===== config.mk =====
export PLATFORM = sky130hd
export DESIGN_NAME = clock_ratio_unit
export DESIGN_NICKNAME = d
export VERILOG_FILES = /design/src/rtl/clkratio_pkg.sv /design/src/rtl/ratio_div.sv /design/src/rtl/mode_ctrl.sv /design/src/rtl/edge_sampler.sv /design/src/rtl/clock_ratio_unit.sv
export SDC_FILE = /design/constraint.sdc
export NUM_CORES = 1
export LEC_CHECK = 0
export BUFFER_PORTS_ARGS = -buffer_cell sky130_fd_sc_hd__clkbuf_2
export CAP_MARGIN = 40
export CORE_MARGIN = 4
export CORE_UTILIZATION = 25
export CTS_CLUSTER_DIAMETER = 150
export DETAILED_ROUTE_END_ITERATION = 12
export PLACE_DENSITY_LB_ADDON = 0.08
export SLEW_MARGIN = 5
export SYNTH_ARGS = -nofsm -noshare
export SYNTH_HDL_FRONTEND = slang
export SYNTH_SLANG_ARGS = --single-unit

===== constraint.sdc =====
create_clock -name sys_clk -period 2.6 [get_ports sys_clk]
set_clock_uncertainty 0.1 [all_clocks]
set_input_delay 0 -clock sys_clk [delete_from_list [all_inputs] [get_ports sys_clk]]
set_output_delay 0 -clock sys_clk [all_outputs]
set_load 0.005 [all_outputs]

===== src/rtl/clkratio_pkg.sv =====
package clkratio_pkg;

  typedef enum logic [1:0] {
    MD_QUIET = 2'd0,
    MD_SLOW  = 2'd1,
    MD_FAST  = 2'd2,
    MD_TEST  = 2'd3
  } run_mode_e;

  localparam int SEL_W = 3;

  // output group indices for the enable vector
  localparam int GRP_CPU  = 0;
  localparam int GRP_PCI  = 1;
  localparam int GRP_USB  = 2;
  localparam int GRP_REF  = 3;
  localparam int GRP_APIC = 4;
  localparam int NGRP     = 5;

  // select code -> behaviour; anything unassigned is quiet
  function automatic run_mode_e decode_sel(input logic [SEL_W-1:0] code);
    case (code)
      3'b011:  return MD_SLOW;
      3'b111:  return MD_FAST;
      3'b100:  return MD_TEST;
      default: return MD_QUIET;
    endcase
  endfunction

  function automatic logic mode_live(input run_mode_e m);
    return m != MD_QUIET;
  endfunction

  function automatic logic mode_normal(input run_mode_e m);
    return (m == MD_SLOW) || (m == MD_FAST);
  endfunction

  // bus divider ratio for the current behaviour
  function automatic int unsigned pick_ratio(input run_mode_e m,
                                             input int unsigned r_slow,
                                             input int unsigned r_fast,
                                             input int unsigned r_test);
    case (m)
      MD_SLOW: return r_slow;
      MD_TEST: return r_test;
      default: return r_fast;
    endcase
  endfunction

  function automatic int unsigned max_of(input int unsigned a,
                                         input int unsigned b);
    return (a > b) ? a : b;
  endfunction

endpackage


===== src/rtl/ratio_div.sv =====
module ratio_div #(
  parameter int CNT_W = 3
) (
  input  logic             clk,
  input  logic             rst_n,
  input  logic             clear,
  input  logic             step,
  input  logic [CNT_W-1:0] ratio,
  output logic             level
);

  logic [CNT_W-1:0] cnt_q;
  logic             at_end;

  assign at_end = (cnt_q >= (ratio - CNT_W'(1)));

  always_ff @(posedge clk or negedge rst_n) begin
    if (!rst_n) begin
      cnt_q <= '0;
    end else if (clear) begin
      cnt_q <= '0;
    end else if (step) begin
      cnt_q <= at_end ? '0 : cnt_q + CNT_W'(1);
    end
  end

  // high for the first half of each period
  assign level = (cnt_q < (ratio >> 1));

endmodule


===== src/rtl/mode_ctrl.sv =====
module mode_ctrl
  import clkratio_pkg::*;
(
  input  logic             clk,
  input  logic             rst_n,
  input  logic [SEL_W-1:0] sel_code,
  output run_mode_e        mode_q,
  output logic [NGRP-1:0]  grp_oe,
  output logic             code_change
);

  logic [SEL_W-1:0] sel_q;
  run_mode_e        next_mode;

  assign next_mode   = decode_sel(sel_code);
  assign code_change = (sel_code != sel_q);

  always_ff @(posedge clk or negedge rst_n) begin
    if (!rst_n) begin
      sel_q  <= '0;
      mode_q <= MD_QUIET;
    end else begin
      sel_q  <= sel_code;
      mode_q <= next_mode;
    end
  end

  // one enable flop per group so each pad group gets its own driver
  for (genvar g = 0; g < NGRP; g++) begin : g_oe
    always_ff @(posedge clk or negedge rst_n) begin
      if (!rst_n) grp_oe[g] <= 1'b0;
      else        grp_oe[g] <= mode_live(next_mode);
    end
  end

endmodule


===== src/rtl/edge_sampler.sv =====
module edge_sampler (
  input  logic clk,
  input  logic rst_n,
  input  logic tclk_in,
  input  logic aux_in,
  output logic tclk_lvl,
  output logic tclk_rise,
  output logic aux_lvl
);

  logic tclk_hist;

  always_ff @(posedge clk or negedge rst_n) begin
    if (!rst_n) begin
      tclk_lvl  <= 1'b0;
      tclk_hist <= 1'b0;
      aux_lvl   <= 1'b0;
    end else begin
      tclk_lvl  <= tclk_in;
      tclk_hist <= tclk_lvl;
      aux_lvl   <= aux_in;
    end
  end

  assign tclk_rise = tclk_lvl & ~tclk_hist;

endmodule


===== src/rtl/clock_ratio_unit.sv =====
module clock_ratio_unit
  import clkratio_pkg::*;
#(
  parameter int N_CPU        = 4,
  parameter int N_PCI        = 7,
  parameter int N_USB        = 2,
  parameter int N_REF        = 3,
  parameter int N_APIC       = 2,
  parameter int CPU_DIV      = 2,
  parameter int PCI_DIV_FAST = 6,
  parameter int PCI_DIV_SLOW = 4,
  parameter int PCI_DIV_TEST = 6,
  parameter int USB_DIV_TEST = 2
) (
  input  logic              sys_clk,
  input  logic              rst_n,
  input  logic [2:0]        sel_code,
  input  logic              tclk_in,
  input  logic              aux48_in,
  output logic [N_CPU-1:0]  cpu_clk_o,
  output logic              pci_free_o,
  output logic [N_PCI-1:0]  pci_clk_o,
  output logic [N_USB-1:0]  usb_clk_o,
  output logic [N_REF-1:0]  ref_clk_o,
  output logic [N_APIC-1:0] apic_clk_o,
  output logic              cpu_oe,
  output logic              pci_oe,
  output logic              usb_oe,
  output logic              ref_oe,
  output logic              apic_oe
);

  localparam int unsigned MAX_DIV = max_of(max_of(CPU_DIV, USB_DIV_TEST),
                                           max_of(max_of(PCI_DIV_FAST, PCI_DIV_SLOW),
                                                  PCI_DIV_TEST));
  localparam int CNT_W = $clog2(MAX_DIV + 1);

  run_mode_e       mode_q;
  logic [NGRP-1:0] grp_oe;
  logic            code_change;
  logic            tclk_lvl;
  logic            tclk_rise;
  logic            aux_lvl;

  // named events for the checker
  logic            in_test;
  logic            live;
  logic            div_restart;
  logic            div_step;

  logic [CNT_W-1:0] pci_ratio;
  logic             cpu_lvl;
  logic             pci_lvl;
  logic             usb_div_lvl;
  logic             usb_lvl;

  mode_ctrl u_mode (
    .clk         (sys_clk),
    .rst_n       (rst_n),
    .sel_code    (sel_code),
    .mode_q      (mode_q),
    .grp_oe      (grp_oe),
    .code_change (code_change)
  );

  edge_sampler u_samp (
    .clk       (sys_clk),
    .rst_n     (rst_n),
    .tclk_in   (tclk_in),
    .aux_in    (aux48_in),
    .tclk_lvl  (tclk_lvl),
    .tclk_rise (tclk_rise),
    .aux_lvl   (aux_lvl)
  );

  assign in_test     = (mode_q == MD_TEST);
  assign live        = mode_live(mode_q);
  assign div_restart = code_change | ~live;
  assign div_step    = in_test ? tclk_rise : mode_normal(mode_q);
  assign pci_ratio   = CNT_W'(pick_ratio(mode_q, PCI_DIV_SLOW, PCI_DIV_FAST, PCI_DIV_TEST));

  ratio_div #(.CNT_W(CNT_W)) u_cpu_div (
    .clk   (sys_clk),
    .rst_n (rst_n),
    .clear (div_restart),
    .step  (div_step),
    .ratio (CNT_W'(CPU_DIV)),
    .level (cpu_lvl)
  );

  ratio_div #(.CNT_W(CNT_W)) u_pci_div (
    .clk   (sys_clk),
    .rst_n (rst_n),
    .clear (div_restart),
    .step  (div_step),
    .ratio (pci_ratio),
    .level (pci_lvl)
  );

  // 48 MHz divider only counts in test; the running states use the aux source
  ratio_div #(.CNT_W(CNT_W)) u_usb_div (
    .clk   (sys_clk),
    .rst_n (rst_n),
    .clear (div_restart),
    .step  (in_test & tclk_rise),
    .ratio (CNT_W'(USB_DIV_TEST)),
    .level (usb_div_lvl)
  );

  assign usb_lvl = in_test ? usb_div_lvl : aux_lvl;

  assign cpu_clk_o  = {N_CPU{live & cpu_lvl}};
  assign pci_free_o = live & pci_lvl;
  assign pci_clk_o  = {N_PCI{live & pci_lvl}};
  assign usb_clk_o  = {N_USB{live & usb_lvl}};
  assign ref_clk_o  = {N_REF{live & tclk_lvl}};
  assign apic_clk_o = {N_APIC{live & tclk_lvl}};

  assign cpu_oe  = grp_oe[GRP_CPU];
  assign pci_oe  = grp_oe[GRP_PCI];
  assign usb_oe  = grp_oe[GRP_USB];
  assign ref_oe  = grp_oe[GRP_REF];
  assign apic_oe = grp_oe[GRP_APIC];

endmodule


==> flow_summary.json, run 1 <==
{
  "outcome": "finished, final reports clean",
  "synthesis.area_per_instance_um2": 9.87,
  "power_density_nw_per_um2": 480,
  "tightest_slew_ns": 0.722,
  "nFillCells": 424,
  "worst_slack_ns": 0.650,
  "critical_path.max_fanout": 8,
  "criticalPathCategory": "register to primary output",
  "route.antenna.remaining_nets": 0,
  "buffer_ports.inserted": 30,
  "total_leakage_power_nw": 0.598,
  "diodes": 0,
  "cts.root.buffer_cell": "sky130_fd_sc_hd__clkbuf_8",
  "gr-usage-all-layers": 0.0856,
  "final_area_um2": 1230,
  "crit_family": "simple AND/OR/NAND/NOR gates",
  "count_of_mapped_cells_out_of_synthesis": 108,
  "utilization_after_layout": 0.302,
  "timing.final.crit_period_ns": 1.95,
  "timing.critical_path.arrival_ns": 1.85,
  "path_clk_slew_ns": 0.07,
  "first_pass_grt_wire_length_um": 3510,
  "seq_area_frac_synth": 0.423,
  "layout_cell_share_with_drive_strength_beyond_1": 0.283,
  "worst_hold_slack_ns": 0.124,
  "htree_levels": 1,
  "fraction_of_the_cycle_the_final_worst_path_needs": 0.750,
  "synthArstFlopShare": 1.00,
  "reg2reg_slack_ns": 0.67,
  "synth_cell_type_count": 25,
  "routed_wl_um": 2060,
  "min-delay-path-class": "input port to asynchronous set/reset pin",
  "dp_cells": 168,
  "achievable-frequency_mhz": 513,
  "start_util": 0.263,
  "via_per_inst": 4.37,
  "synth.net_count": 125,
  "crit_path_cell_trace": "ha_1, o21a_1, nor3_1, clkbuf_2",
  "final_nets": 146,
  "required_time_worst_endpoint_ns": 2.50,
  "grt_setup_unrepaired": "no",
  "power.ir.vdd_worst_mv": 0.190,
  "timing.slew.headroom": 0.515,
  "synth.ff_latch_count": 18,
  "place_congestion": 0.733,
  "ys_top_cells_by_count": "sky130_fd_sc_hd__buf_4 (19), sky130_fd_sc_hd__dfrtp_1 (18), sky130_fd_sc_hd__nand2_1 (13), sky130_fd_sc_hd__ha_1 (10), sky130_fd_sc_hd__a21oi_1 (7)",
  "ff_latch_area_um2": 450,
  "cpMaxStageDelayCell": "sky130_fd_sc_hd__nor3_1",
  "finalSetupTns_ns": 0,
  "yosysMostFrequentCell": "sky130_fd_sc_hd__buf_4",
  "report.final.hold_viol_count": 0,
  "die_x_extent_um": 73.3,
  "finalSetupViolations": 0,
  "synthDominantAreaCellType": "sky130_fd_sc_hd__dfrtp_1",
  "drt-wirelength-per-cell_um": 11.7,
  "timing_max_transition_violations_final": 0,
  "timing.critical_path.buf_inv": 1,
  "overflow": 0,
  "setup.worst_path.start_class": "register",
  "post_synth_instance_area_um2": 1070,
  "dp_slack_ns": 0.689,
  "fp.dieH_um": 73.3,
  "grt_pass1_vias": 758,
  "area_growth_syn_to_layout_pct": 15.0,
  "clkSinkCount": 18,
  "maximum_number_of_pins_on_one_net_before_global_route_repair": 19,
  "synthFlopType": "sky130_fd_sc_hd__dfrtp_1",
  "antenna_found_initial": 0,
  "yosys_warnings": 0,
  "io_pins": 31,
  "first_pass_iters": 4,
  "via_count": 774,
  "drv.max_cap_violation_count": 0,
  "synth-edff-count": 0,
  "clkLatencyLatePin_ns": 0.25,
  "row_count": 23,
  "r2r_start": "u_mode.mode_q[1]",
  "coreArea_um2": 4060,
  "setup.worst_path.start": "u_mode.mode_q[0]",
  "dr_drc_count": 0,
  "max-clock-path-buffers": 2,
  "crit_path_max_incr_delay_ns": 0.56,
  "floorplan.die_area_um2": 5370,
  "p_total_mw": 0.589,
  "fin_cells": 177,
  "multiInputGateArea_um2": 439,
  "setup.worst_path.end_class": "primary output",
  "cts_tree": "yes",
  "dpl-instance-area_um2": 1120,
  "synth_top_area_frac": 0.423,
  "cts_buffers": 3,
  "first_iter_violations": 35,
  "synthTopCellsByArea": "sky130_fd_sc_hd__dfrtp_1 (42%), sky130_fd_sc_hd__buf_4 (13%), sky130_fd_sc_hd__ha_1 (12%)"
}
worst register-to-register path, cell delays in order, from the launching register on:
cell                       delay [ns]
sky130_fd_sc_hd__dfrtp_1         0.38
sky130_fd_sc_hd__inv_1           0.08
sky130_fd_sc_hd__ha_1            0.18
sky130_fd_sc_hd__inv_1           0.05
sky130_fd_sc_hd__ha_1            0.27
sky130_fd_sc_hd__a21o_1          0.17
sky130_fd_sc_hd__a21oi_1         0.28
sky130_fd_sc_hd__nand4b_1        0.15
sky130_fd_sc_hd__a31oi_2         0.18
sequential cells by signal, summed over array words and instances (netlist names):
name	flops
u_cpu_div.cnt_q	3
u_mode.grp_oe	1
u_mode.mode_q	2
u_mode.sel_q	3
u_pci_div.cnt_q	3
u_samp.aux_lvl	1
u_samp.tclk_hist	1
u_samp.tclk_lvl	1
u_usb_div.cnt_q	3
per-layer routing:
| metal | up-vias | share of wire | track usage |
|---|---|---|---|
| met5 | - | 0 | 0 |
| met4 | 0 | 0.0058 | 0.0302 |
| met3 | 2 | 0.061 | 0.0205 |
| met2 | 30 | 0.46 | 0.137 |
| met1 | 359 | 0.48 | 0.113 |
| li1 | 383 | - | - |
cell type report:
| type | count | share of cell area |
|---|---|---|
| inverter | 6 | 0.0184 |
| sequential | 18 | 0.367 |
| clock buffer | 3 | 0.0337 |
| timing repair buffer | 36 | 0.171 |
| multi-input combinational | 64 | 0.358 |
| tap | 50 | 0.0510 |
path summary, 6_finish.rpt:
| kind | to | cells after the start |
|---|---|---|
| worst max-delay path | pci_clk_o[3] | 4 |
| worst min-delay path | u_mode.grp_oe[4] | 2 |
| worst max register to register | u_pci_div.cnt_q[2] | 8 |
| worst min register to register | u_samp.tclk_hist | 0 |
| max in group asynchronous | u_usb_div.cnt_q[0] | 2 |
| min in group sys_clk | u_samp.tclk_lvl | 2 |
power by group:
| part | internal (mW) | switching, mW | leakage (nW) |
|---|---|---|---|
| Sequential | 0.288 | 0.00563 | 0.234 |
| Combinational | 0.0445 | 0.0538 | 0.342 |
| Clock | 0.103 | 0.0937 | 0.0216 |
| Total | 0.436 | 0.153 | 0.598 |
logic make-up (layout without fill, tap and decap cells):
logic type | count (synthesis) | in the layout | synth area share
mux | 2 | 2 | 0.0188
fa+ha+maj | 10 | 10 | 0.117
compound gates | 14 | 14 | 0.0821
buf+inv | 26 | 45 | 0.165
xor+xnor | 3 | 3 | 0.0247
simple gates | 35 | 35 | 0.169
flops | 18 | 18 | 0.423
repair_timing:
action	4_1_cts	5_1_grt
hold buffers	6	0
gates resized for setup	0	0
buffers inserted	0	0
endpoints found under the hold margin	26	0
cell usage in the layout (no fill, tap or decap):
cell	instances
sky130_fd_sc_hd__a21o_1	1
sky130_fd_sc_hd__a21oi_1	7
sky130_fd_sc_hd__a22oi_1	1
sky130_fd_sc_hd__a31oi_2	1
sky130_fd_sc_hd__and2_1	1
sky130_fd_sc_hd__and2_2	1
sky130_fd_sc_hd__clkbuf_2	30
sky130_fd_sc_hd__clkbuf_8	3
sky130_fd_sc_hd__dfrtp_1	18
sky130_fd_sc_hd__dlygate4sd3_1	6
sky130_fd_sc_hd__ha_1	10
sky130_fd_sc_hd__inv_1	6
sky130_fd_sc_hd__mux2i_1	2
sky130_fd_sc_hd__nand2_1	13
sky130_fd_sc_hd__nand3_1	2
sky130_fd_sc_hd__nand3b_1	4
sky130_fd_sc_hd__nand4b_1	1
sky130_fd_sc_hd__nor2_1	6
sky130_fd_sc_hd__nor2b_1	1
sky130_fd_sc_hd__nor3_1	2
sky130_fd_sc_hd__nor4_1	3
sky130_fd_sc_hd__o21a_1	2
sky130_fd_sc_hd__o21ai_0	1
sky130_fd_sc_hd__o21ai_1	1
sky130_fd_sc_hd__or4_4	1
sky130_fd_sc_hd__xor2_1	3
Note: power is estimated with default switching activity, not from simulation.
==> run 2, diff against run 1 <==
Clock period 2.6 ns to 2 ns, I/O delays scaled along.
==> run 2 against run 1 <==
Sequential share of layout area fell by 0.73 points. Via count fell by 3.5%. Utilization grew 0.62 points. Critical path depth grew 4. Die area unchanged. Critical path type is now register to register. Largest cell class unchanged. Highest routed layer unchanged.
==> flow_summary.json, run 2 (synthesis results as in run 1) <==
{
  "required_time_worst_endpoint_ns": 2.08,
  "finalSetupViolations": 0,
  "layout_commonest_cell": "sky130_fd_sc_hd__clkbuf_2",
  "power_density_nw_per_um2": 613,
  "report.final.hold_viol_count": 0,
  "clkSinkCount": 18,
  "cts_tree": "yes",
  "critical_path.max_fanout": 4,
  "first_pass_iters": 4,
  "crit_path_max_incr_delay_ns": 0.38,
  "utilization_after_layout": 0.308,
  "timing_max_transition_violations_final": 0,
  "start_util": 0.263,
  "final_nets": 148,
  "row_count": 23,
  "max-clock-path-buffers": 2,
  "criticalPathCategory": "register to register",
  "dp_hpwl_um": 1570,
  "fp.dieH_um": 73.3,
  "layout.cells.most_common_list": "sky130_fd_sc_hd__clkbuf_2 (30), sky130_fd_sc_hd__dfrtp_1 (18), sky130_fd_sc_hd__nand2_1 (13)",
  "timing.slew.headroom": 0.659,
  "layout_cell_share_with_drive_strength_beyond_1": 0.310,
  "area_growth_syn_to_layout_pct": 17.4,
  "maximum_number_of_pins_on_one_net_before_global_route_repair": 19,
  "antenna_found_initial": 0,
  "via_count": 747,
  "place_congestion": 0.759,
  "coreArea_um2": 4060,
  "crit_path_cell_trace": "inv_1, ha_1, inv_1, ha_1, a21o_1, a21oi_2, nand4b_1, a31oi_2",
  "total_leakage_power_nw": 0.609,
  "first_iter_violations": 14,
  "route.antenna.remaining_nets": 0,
  "io_pins": 31,
  "worst_hold_slack_ns": 0.126,
  "cpMaxStageDelayCell": "sky130_fd_sc_hd__dfrtp_1",
  "die_x_extent_um": 73.3,
  "grt_setup_unrepaired": "no",
  "cts_buffers": 3,
  "fraction_of_the_cycle_the_final_worst_path_needs": 0.930,
  "buffer_ports.inserted": 30,
  "diodes": 0,
  "setup.worst_path.start_class": "register",
  "power.ir.vdd_worst_mv": 0.262,
  "outcome": "finished, final reports clean",
  "htree_levels": 1,
  "dr_drc_count": 0,
  "rr_endpoint": "u_pci_div.cnt_q[2]",
  "grt_pass1_vias": 738,
  "reg2reg_slack_ns": 0.14,
  "worst_r2r_path_depth": 8,
  "clkLatencyLatePin_ns": 0.25,
  "drv.max_cap_violation_count": 0,
  "floorplan.die_area_um2": 5370,
  "r2r_start": "u_mode.mode_q[1]",
  "overflow": 0,
  "cts.root.buffer_cell": "sky130_fd_sc_hd__clkbuf_8",
  "drt-wirelength-per-cell_um": 11.3,
  "setup.worst_path.start": "u_mode.mode_q[1]",
  "timing.critical_path.arrival_ns": 1.94,
  "min-delay-path-class": "input port to asynchronous set/reset pin",
  "timing.final.crit_period_ns": 1.86,
  "path_clk_slew_ns": 0.07,
  "routed_wl_um": 2030,
  "achievable-frequency_mhz": 538,
  "via_per_inst": 4.17,
  "setup.worst_path.end_class": "register",
  "first_pass_grt_wire_length_um": 3470,
  "gr-usage-all-layers": 0.0836,
  "tightest_slew_ns": 0.509,
  "finalSetupTns_ns": 0
}
==> run 2: layout make-up <==
class                   count  area (um^2)
well taps                  50         62.6
inverters                   6         22.5
flip-flops and latches     18          450
multi-input cells          64          449
fillers                   422         2810
repair buffers             38          225
clock buffers               3         41.3
==> run 2: how the worst max path moves through the flow <==
stage                         end  cells after the start
6_report       u_pci_div.cnt_q[2]                      8
4_1_cts        u_pci_div.cnt_q[2]                      8
3_3_place_gp   u_pci_div.cnt_q[2]                      8
2_1_floorplan  u_pci_div.cnt_q[2]                      8
3_5_place_dp   u_pci_div.cnt_q[2]                      8
5_1_grt        u_pci_div.cnt_q[2]                      8
==> run 2: what timing repair did <==
| action | CTS | global route |
|---|---|---|
| gates resized for setup | 0 | 2 |
| hold buffers | 6 | 0 |
| setup endpoints to repair | 0 | 5 |
| endpoints found under the hold margin | 26 | 0 |
| setup buffers | 0 | 0 |
==> run 2: metal layers <==
| metal | global-route usage | up-vias | wire length, um |
|---|---|---|---|
| met5 | 0 | - | 0 |
| met2 | 0.126 | 26 | 952 |
| met1 | 0.117 | 333 | 950 |
| li1 | - | 386 | - |
| met4 | 0.0342 | 0 | 12 |
| met3 | 0.0164 | 2 | 114 |
==> run 2: through the flow <==
step	instance area (um^2)	worst slack [ns]	cells	total power, mW
finish	1250	0.140	179	0.768
global route	1250	0.0408	179	0.817
CTS	1240	0.0557	179	0.785
detailed placement	1140	0.0667	170	0.517
global placement	1140	0.152	170	0.518
floorplan	1070	0.225	108	0.488
==> run 2: where the power goes <==
group / switching [mW] / internal [mW]
Clock: 0.118 / 0.134
Combinational: 0.0703 / 0.0635
Sequential: 0.00723 / 0.375
Total: 0.196 / 0.572
==> run 2: critical path: cells and delay by family (launching register included) <==
| family | cells | cell delay (ns) |
|---|---|---|
| simple gates | 1 | 0.15 |
| fa+ha+maj | 2 | 0.45 |
| buf+inv | 2 | 0.14 |
| flops | 1 | 0.38 |
| compound gates | 3 | 0.58 |
==> run 3, diff against run 2 <==
Settings changed: CELL_PAD_IN_SITES_DETAIL_PLACEMENT set to 1, CELL_PAD_IN_SITES_GLOBAL_PLACEMENT set to 2.
Clock period 2 ns to 1.7 ns, I/O delays scaled along.
==> run 3 against run 2 <==
Total power grew 31%. First-iteration DRC count grew 110%. Sequential share of layout area shrank 3.8 points. Critical path type unchanged. Largest power group unchanged. Highest routed layer unchanged.
==> flow_summary.json, run 3 (synthesis results as in run 1) <==
{
  "total_leakage_power_nw": 0.655,
  "p_total_mw": 1.00,
  "worst_r2r_path_depth": 8,
  "route.antenna.remaining_nets": 0,
  "drt-wirelength-per-cell_um": 12.4,
  "timing.critical_path.arrival_ns": 1.74,
  "maximum_number_of_pins_on_one_net_before_global_route_repair": 19,
  "fraction_of_the_cycle_the_final_worst_path_needs": 0.972,
  "routed_wl_um": 2310,
  "grt_pass1_vias": 815,
  "criticalPathCategory": "register to register",
  "htree_levels": 1,
  "achievable-frequency_mhz": 605,
  "cts_tree": "yes",
  "die_x_extent_um": 73.3,
  "worst_hold_slack_ns": 0.129,
  "timing.final.crit_period_ns": 1.65,
  "coreArea_um2": 4060,
  "first_pass_grt_wire_length_um": 3910,
  "cts_buffers": 3,
  "final_area_um2": 1400,
  "first_iter_violations": 30,
  "layout_cell_share_with_drive_strength_beyond_1": 0.419,
  "first_pass_iters": 3,
  "timing_max_transition_violations_final": 0,
  "setup.worst_path.start_class": "register",
  "report.final.hold_viol_count": 0,
  "critical_path.max_fanout": 4,
  "utilization_after_layout": 0.345,
  "gr-usage-all-layers": 0.0958,
  "overflow": 0,
  "antenna_found_initial": 0,
  "tightest_slew_ns": 0.482,
  "setup.worst_path.end_class": "register",
  "timing.slew.headroom": 0.679,
  "outcome": "finished, final reports clean",
  "place_congestion": 0.690,
  "row_count": 23,
  "via_per_inst": 4.31,
  "via_count": 801,
  "io_pins": 31,
  "layout.cells.most_common_list": "sky130_fd_sc_hd__clkbuf_2 (30), sky130_fd_sc_hd__dfrtp_1 (18), sky130_fd_sc_hd__nand2_1 (13)",
  "drv.max_cap_violation_count": 0,
  "clkSinkCount": 18,
  "worst_slack_ns": 0.0474,
  "required_time_worst_endpoint_ns": 1.79,
  "dr_drc_count": 0,
  "finalSetupViolations": 0,
  "min-delay-path-class": "input port to asynchronous set/reset pin",
  "final_nets": 154,
  "cts.root.buffer_cell": "sky130_fd_sc_hd__clkbuf_8",
  "start_util": 0.263,
  "dpl-instance-area_um2": 1180,
  "diodes": 0,
  "fp.dieH_um": 73.3,
  "path_clk_slew_ns": 0.08,
  "power_density_nw_per_um2": 718,
  "floorplan.die_area_um2": 5370,
  "power.ir.vdd_worst_mv": 0.395,
  "area_growth_syn_to_layout_pct": 31.3,
  "dp_slack_ns": -0.0936,
  "buffer_ports.inserted": 30,
  "layout_commonest_cell": "sky130_fd_sc_hd__clkbuf_2",
  "dp_hpwl_um": 1710,
  "grt_setup_unrepaired": "yes",
  "clkLatencyLatePin_ns": 0.26,
  "max-clock-path-buffers": 2
}
==> run 3: cell count changes in the layout (fill, tap and decap cells not counted), moves of 2 or more <==
cell / previous run / this run
sky130_fd_sc_hd__buf_4: 2 / 7
sky130_fd_sc_hd__inv_2: 0 / 2
sky130_fd_sc_hd__ha_4: 0 / 4
sky130_fd_sc_hd__inv_1: 6 / 4
sky130_fd_sc_hd__nor4_1: 2 / 0
sky130_fd_sc_hd__ha_1: 10 / 6
==> run 3: final timing paths <==
path                                   from                 end  slack (ns)
max                        u_mode.mode_q[1]  u_pci_div.cnt_q[2]        0.05
min                                   rst_n  u_cpu_div.cnt_q[2]        0.13
max reg2reg                u_mode.mode_q[1]  u_pci_div.cnt_q[2]        0.05
min reg2reg                 u_samp.tclk_lvl    u_samp.tclk_hist        0.32
max in group asynchronous             rst_n    u_mode.mode_q[1]        1.03
min in group sys_clk                tclk_in     u_samp.tclk_lvl        0.29
==> run 3: metal layers <==
layer | vias to the layer above | track usage | share of wire
li1 | 397 | - | -
met1 | 390 | 0.112 | 0.41
met2 | 12 | 0.168 | 0.55
met3 | 2 | 0.0328 | 0.037
met4 | 0 | 0.0241 | 0.0056
met5 | - | 0 | 0
==> run 3: critical path, cell delays in order, from the launching register on <==
cell,delay [ns]
sky130_fd_sc_hd__dfrtp_1,0.39
sky130_fd_sc_hd__inv_2,0.08
sky130_fd_sc_hd__ha_4,0.13
sky130_fd_sc_hd__inv_2,0.04
sky130_fd_sc_hd__ha_4,0.22
sky130_fd_sc_hd__a21o_1,0.17
sky130_fd_sc_hd__a21oi_4,0.16
sky130_fd_sc_hd__nand3b_1,0.11
sky130_fd_sc_hd__a31oi_2,0.17
==> run 3: metrics by stage <==
| step | cells | setup TNS (ns) |
|---|---|---|
| 2_1_floorplan | 108 | 0 |
| 3_3_place_gp | 175 | -0.0249 |
| 3_5_place_dp | 175 | -0.145 |
| 4_1_cts | 186 | -0.0293 |
| 5_1_grt | 186 | -0.431 |
| 6_report | 186 | 0 |
==> run 3: where the power goes <==
| group | internal, mW | switching [mW] | leakage, nW |
|---|---|---|---|
| sequential | 0.441 | 0.00995 | 0.234 |
| combinational | 0.0958 | 0.0935 | 0.392 |
| clock | 0.206 | 0.159 | 0.0288 |
==> run 3: timing repair <==
action                     CTS  global route
buffers inserted             1             0
setup endpoints to repair   15            23
hold endpoints to repair    26             0
pin swaps                    8             4
resized for setup            9             6
hold buffers                 6             0
==> run 3: cell type report <==
class,count,area (um^2)
Tap cell,50,62.6
Multi-Input combinational cell,64,536
Clock buffer,4,55.1
Fill cell,477,2660
Inverter,6,22.5
Sequential cell,18,450
Timing Repair Buffer,44,274
